## config.mk

```make
export PLATFORM = sky130hd
export DESIGN_NAME = irq_claim_gateway
export DESIGN_NICKNAME = d
export VERILOG_FILES = /design/src/rtl/igw_pkg.sv /design/src/rtl/igw_id_decode.sv /design/src/rtl/igw_slice.sv /design/src/rtl/irq_claim_gateway.sv
export SDC_FILE = /design/constraint.sdc
export NUM_CORES = 1
export LEC_CHECK = 0
export CELL_PAD_IN_SITES_DETAIL_PLACEMENT = 2
export CELL_PAD_IN_SITES_GLOBAL_PLACEMENT = 2
export CORE_AREA = 10 10 114 116
export DETAILED_ROUTE_END_ITERATION = 6
export DIE_AREA = 0 0 124 126
export DONT_BUFFER_PORTS = 1
export PLACE_DENSITY = 0.88
export SLEW_MARGIN = 20
export SYNTH_ARGS = -nofsm -noshare
export SYNTH_HDL_FRONTEND = slang
export SYNTH_SLANG_ARGS = --single-unit
```

## constraint.sdc

```tcl
create_clock -name clk -period 1.47 [get_ports clk]
set_input_delay 0.2205 -clock clk [delete_from_list [all_inputs] [get_ports clk]]
set_output_delay 0.2205 -clock clk [all_outputs]
set_load 0.005 [all_outputs]
```

## src/rtl/igw_pkg.sv

```systemverilog
package igw_pkg;
  // Width of one storage slice; source N lives in slice N/32, bit N%32.
  localparam int WORD_W = 32;

  function automatic int slice_count(input int n_src);
    return (n_src + WORD_W - 1) / WORD_W;
  endfunction

  function automatic int slice_width(input int n_src, input int slice);
    int rest;
    rest = n_src - slice * WORD_W;
    return (rest > WORD_W) ? WORD_W : rest;
  endfunction
endpackage

```

## src/rtl/igw_id_decode.sv

```systemverilog
module igw_id_decode #(
  parameter int NUM_SRC = 32,
  parameter int ID_W    = 5
) (
  input  logic               vld_i,
  input  logic [ID_W-1:0]    id_i,
  output logic [NUM_SRC-1:0] hot_o
);
  // Bit 0 is the reserved "no interrupt" number and never decodes.
  for (genvar i = 0; i < NUM_SRC; i++) begin : g_dec
    if (i == 0) begin : g_rsvd
      assign hot_o[i] = 1'b0;
    end else begin : g_src
      assign hot_o[i] = vld_i && (id_i == ID_W'(i));
    end
  end
endmodule

```

## src/rtl/igw_slice.sv

```systemverilog
module igw_slice #(
  parameter int WIDTH = 32
) (
  input  logic             clk,
  input  logic             rst,
  input  logic [WIDTH-1:0] line_i,
  input  logic [WIDTH-1:0] claim_hot_i,
  input  logic [WIDTH-1:0] cmpl_hot_i,
  output logic [WIDTH-1:0] pending_q,
  output logic [WIDTH-1:0] claimed_q
);
  logic [WIDTH-1:0] deferred_q;
  logic [WIDTH-1:0] done;
  logic [WIDTH-1:0] pending_d;
  logic [WIDTH-1:0] claimed_d;
  logic [WIDTH-1:0] deferred_d;

  always_comb begin
    // A completion only counts for a source that is currently claimed.
    done       = cmpl_hot_i & claimed_q;
    claimed_d  = (claimed_q & ~done) | claim_hot_i;
    pending_d  = (pending_q | (line_i & ~claimed_q) | (done & deferred_q))
                 & ~claim_hot_i;
    // The note exists only while claimed and dies when the line drops.
    deferred_d = line_i & claimed_q & ~done;
  end

  always_ff @(posedge clk) begin
    if (rst) begin
      pending_q  <= '0;
      claimed_q  <= '0;
      deferred_q <= '0;
    end else begin
      pending_q  <= pending_d;
      claimed_q  <= claimed_d;
      deferred_q <= deferred_d;
    end
  end
endmodule

```

## src/rtl/irq_claim_gateway.sv

```systemverilog
module irq_claim_gateway #(
  parameter int NUM_SRC = 32,
  parameter int ID_W    = $clog2(NUM_SRC)
) (
  input  logic               clk,
  input  logic               rst,
  input  logic [NUM_SRC-1:0] irq_i,
  input  logic               claim_vld_i,
  input  logic [ID_W-1:0]    claim_id_i,
  input  logic               cmpl_vld_i,
  input  logic [ID_W-1:0]    cmpl_id_i,
  output logic [NUM_SRC-1:0] pending_o,
  output logic [NUM_SRC-1:0] claimed_o
);
  import igw_pkg::*;

  localparam int N_SLICE = slice_count(NUM_SRC);

  logic [NUM_SRC-1:0] line_m;
  logic [NUM_SRC-1:0] claim_hot;
  logic [NUM_SRC-1:0] cmpl_hot;

  // Line 0 belongs to the reserved number and is masked off.
  assign line_m = irq_i & ~NUM_SRC'(1);

  igw_id_decode #(.NUM_SRC(NUM_SRC), .ID_W(ID_W)) u_claim_dec (
    .vld_i (claim_vld_i),
    .id_i  (claim_id_i),
    .hot_o (claim_hot)
  );

  igw_id_decode #(.NUM_SRC(NUM_SRC), .ID_W(ID_W)) u_cmpl_dec (
    .vld_i (cmpl_vld_i),
    .id_i  (cmpl_id_i),
    .hot_o (cmpl_hot)
  );

  for (genvar s = 0; s < N_SLICE; s++) begin : g_slice
    localparam int LO = s * WORD_W;
    localparam int WW = slice_width(NUM_SRC, s);
    igw_slice #(.WIDTH(WW)) u_slice (
      .clk         (clk),
      .rst         (rst),
      .line_i      (line_m[LO +: WW]),
      .claim_hot_i (claim_hot[LO +: WW]),
      .cmpl_hot_i  (cmpl_hot[LO +: WW]),
      .pending_q   (pending_o[LO +: WW]),
      .claimed_q   (claimed_o[LO +: WW])
    );
  end
endmodule

```

==> flow_metrics.env <==
export IMPL_status="complete, but fails checks"
export IMPL_violations="setup timing"
export IMPL_clock_latency_ns=0.37
export IMPL_drcViolationCount=0
export IMPL_reg2reg_from="g_slice[0].u_slice.claimed_q[12]"
export IMPL_max_slew_margin_pct=58.09
export IMPL_min_to="g_slice[0].u_slice.deferred_q[24]"
export IMPL_p_sw_share_pct=25.60
export IMPL_gp_congestion=0.7580
export IMPL_die_area_sq_mm=0.01562
export IMPL_rrSetupSlack_ns=0.03
export IMPL_combPwrFrac_pct=9.6
export IMPL_endpoint_kind="register"
export IMPL_post_drt_via_cell_ratio=5.879
export IMPL_ys_seq_elements=93
export IMPL_h_tree_depth=3
export IMPL_clock_sinks=93
export IMPL_leakage_nw=1.702
export IMPL_grt_overflow=0
export IMPL_final_nets=512
export IMPL_first_global_vias=4149
export IMPL_start_util_pct=37.06
export IMPL_timing_fmax_mhz=670.3
export IMPL_grt_usage_pct=21.15
export IMPL_tritoncts="yes"
export IMPL_tightest_slew_ns=0.6286
export IMPL_fp_dieW_um=124
export IMPL_max_cap_violations=0
export IMPL_p_sw_w=0.001299
export IMPL_fp_dieH_um=126
export IMPL_ir_drop_v=0.0005138
export IMPL_final_core_util_pct=46.57
export IMPL_routed_wl_um=16690
export IMPL_cts_setup_buffers=0
export IMPL_min_period_ns=1.492
export IMPL_rsz0062_at_grt="true"
export IMPL_r2r_end="g_slice[0].u_slice.pending_q[12]"
export IMPL_yosysSeqAreaShare_pct=46.95
export IMPL_dp_hpwl_um=10100
export IMPL_path_clk_slew_ns=0.10
export IMPL_vias=3592
export IMPL_wl_per_cell_um=27.32
export IMPL_root_buffer="clkbuf_8"
export IMPL_clk_path_buf_depth=2
export IMPL_grt_pass1_wl_um=25450
export IMPL_rows=38
export IMPL_synthDistinctLibCells=36
export IMPL_numCtsBuffers=9
export IMPL_min_period_over_period_pct=101.5
export IMPL_layout_setup_ws_ns=-0.02184
export IMPL_clock_power_share_pct=37.6
export IMPL_grt_max_degree=53
export IMPL_internal_power_w=0.003774
export IMPL_p_per_area_mw_per_mm2=1018
export IMPL_core_area_sq_mm=0.01070
export IMPL_yosysTopAreaCellShare_pct=46.95
export IMPL_syn_area_per_cell_sq_um=9.647
export IMPL_numPortBuffers=0
export IMPL_synthTopCellsByArea="dfxtp_1 (47%), a221oi_2 (8.7%), a21oi_1 (7.8%), nor3b_1 (5.9%), nand4_1 (4.7%)"
export IMPL_drtIter0Drc=166
export IMPL_hold_viol_final=0
export IMPL_syn_area_sq_mm=0.003965
export IMPL_fin_skew_ns=0.01593
export IMPL_yosysWarningCount=0
export IMPL_slew_viol_final=0
export IMPL_synthCells=411
export IMPL_antenna_found_initial=0
export IMPL_critPathLaunchType="input pin"
export IMPL_hp_class="input pin to register"
export IMPL_pwr_share_seq_pct=52.8
export IMPL_crit_type="input pin to register"
export IMPL_drive_above_1_share_pct=20.17
export IMPL_io_pins=110
export IMPL_post_place_ws_ns=0.1789
export IMPL_worst_r2r_path_depth=4
export IMPL_synth_area_leader_cell="dfxtp_1"
export IMPL_power_w=0.005072
export IMPL_finalSetupViolations=2
export IMPL_worstPathRequired_ns=1.72
export IMPL_hp_start="irq_i[24]"
export IMPL_ant_nets=0
export IMPL_drt_pass1_iterations=4
export IMPL_critPathMaxFanout=8
export IMPL_diodes=0
export IMPL_hold_path_depth=1
export IMPL_arrival_ns=1.75
export IMPL_area_delta_synth_final_pct=25.65
-- worst max-delay path by stage --
| stage | from | depth (start not counted) | to | slack (ns) |
|---|---|---|---|---|
| 2_1_floorplan | cmpl_id_i[2] | 3 | g_slice[0].u_slice.claimed_q[1] | 0.33 |
| 6_report | cmpl_id_i[0] | 4 | g_slice[0].u_slice.claimed_q[14] | -0.02 |
| 5_1_grt | cmpl_id_i[0] | 4 | g_slice[0].u_slice.claimed_q[14] | -0.07 |
| 3_5_place_dp | cmpl_id_i[0] | 3 | g_slice[0].u_slice.claimed_q[26] | 0.18 |
| 4_1_cts | g_slice[0].u_slice.claimed_q[21] | 3 | g_slice[0].u_slice.pending_q[21] | 0.02 |
| 3_3_place_gp | cmpl_id_i[2] | 3 | g_slice[0].u_slice.claimed_q[3] | 0.28 |
-- stage by stage --
stage          std cells  setup TNS, ns  hold slack (ns)  area [sq um]
2_1_floorplan        412              0           0.3871          3969
4_1_cts              608              0        0.0001503          4893
6_report             611       -0.02436          0.01130          4982
3_3_place_gp         533              0           0.2980          4065
3_5_place_dp         533              0           0.3002          4065
5_1_grt              611        -0.2201       0.00003697          4982
-- cells in the final DEF (no fill, tap or decap), types with 2 or more instances in the layout --
| cell type | instances |
|---|---|
| dfxtp_1 | 70 |
| dlygate4sd3_1 | 61 |
| a21oi_1 | 60 |
| nand2_1 | 32 |
| inv_1 | 31 |
| nand4_1 | 30 |
| nor3b_1 | 29 |
| a221oi_2 | 24 |
| dfxtp_2 | 22 |
| o21ai_0 | 19 |
| buf_4 | 14 |
| clkbuf_8 | 12 |
| o21ai_1 | 11 |
| a221oi_1 | 7 |
| nor2b_1 | 4 |
| nand4bb_1 | 3 |
| nand4b_1 | 3 |
| and4b_1 | 3 |
| and4b_4 | 3 |
| nand2b_1 | 2 |
| nor3b_2 | 2 |
| nand4_2 | 2 |
| nor2_1 | 2 |
| a21oi_2 | 2 |
| and4bb_2 | 2 |
| nor4b_4 | 2 |
| and4bb_4 | 2 |
| conb_1 | 2 |
| clkinv_4 | 2 |
-- what timing repair did --
action,CTS,global route
endpoints found under the setup margin,0,35
hold buffers,59,4
resized for setup,0,39
hold endpoints to repair,93,4
-- final cells by class --
cell class,count,area [sq um]
Inverter,31,116.4
Fill cell,1117,5715
Timing Repair Buffer,76,743.2
Tap cell,140,175.2
Sequential cell,93,1893
Multi-Input combinational cell,255,1834
Clock inverter,4,55.05
Clock buffer,12,165.2
-- per-layer routing --
metal  GRT usage, %  vias to the layer above  wire [um]
li1               -                     1626          -
met1          22.91                     1821       6264
met2          37.36                      119       8663
met3          6.881                       26       1439
met4          7.453                        0        323
met5              0                        -          0
-- registers in the layout, indices dropped and copies added, names as in the netlist --
signal and flops:
g_slice.u_slice.pending_q 31, g_slice.u_slice.claimed_q 31, g_slice.u_slice.deferred_q 31
-- Yosys cell counts, drive strengths merged --
master	number
nor2	2
conb	1
or2	1
nor4bb	1
a21oi	62
nand4bb	3
nand2	32
clkbuf	10
nor3b	31
nor2b	4
nand4	32
or4b	1
buf	23
and4b	6
and4	2
nand4b	3
a221oi	31
inv	31
o21ai	31
and2	2
nand2b	2
and4bb	5
dfxtp	93
nor4b	2
-- critical path, stage by stage --
cell and delay, ns:
nand2b_1 0.42, o21ai_0 0.43, a21oi_1 0.11, dlygate4sd3_1 0.56
-- logic make-up after synthesis --
group / after synthesis / share of synthesized area, %
and+or+nand+nor: 129 / 23.16
AOI/OAI and AO/OA: 124 / 22.22
DFF: 93 / 46.95
buffers and inverters: 64 / 7.573
other: 1 / 0.09458
-- power by group through the flow --
stage	combinational [W]	clock [W]	sequential (W)
detailed placement	0.000335	0	0.00273
CTS	0.000464	0.00192	0.00268
finish	0.000488	0.00191	0.00268
global placement	0.000320	0	0.00273
global route	0.000528	0.00205	0.00269
floorplan	0.000302	0	0.00270
Note: power is estimated with default switching activity, not from simulation.
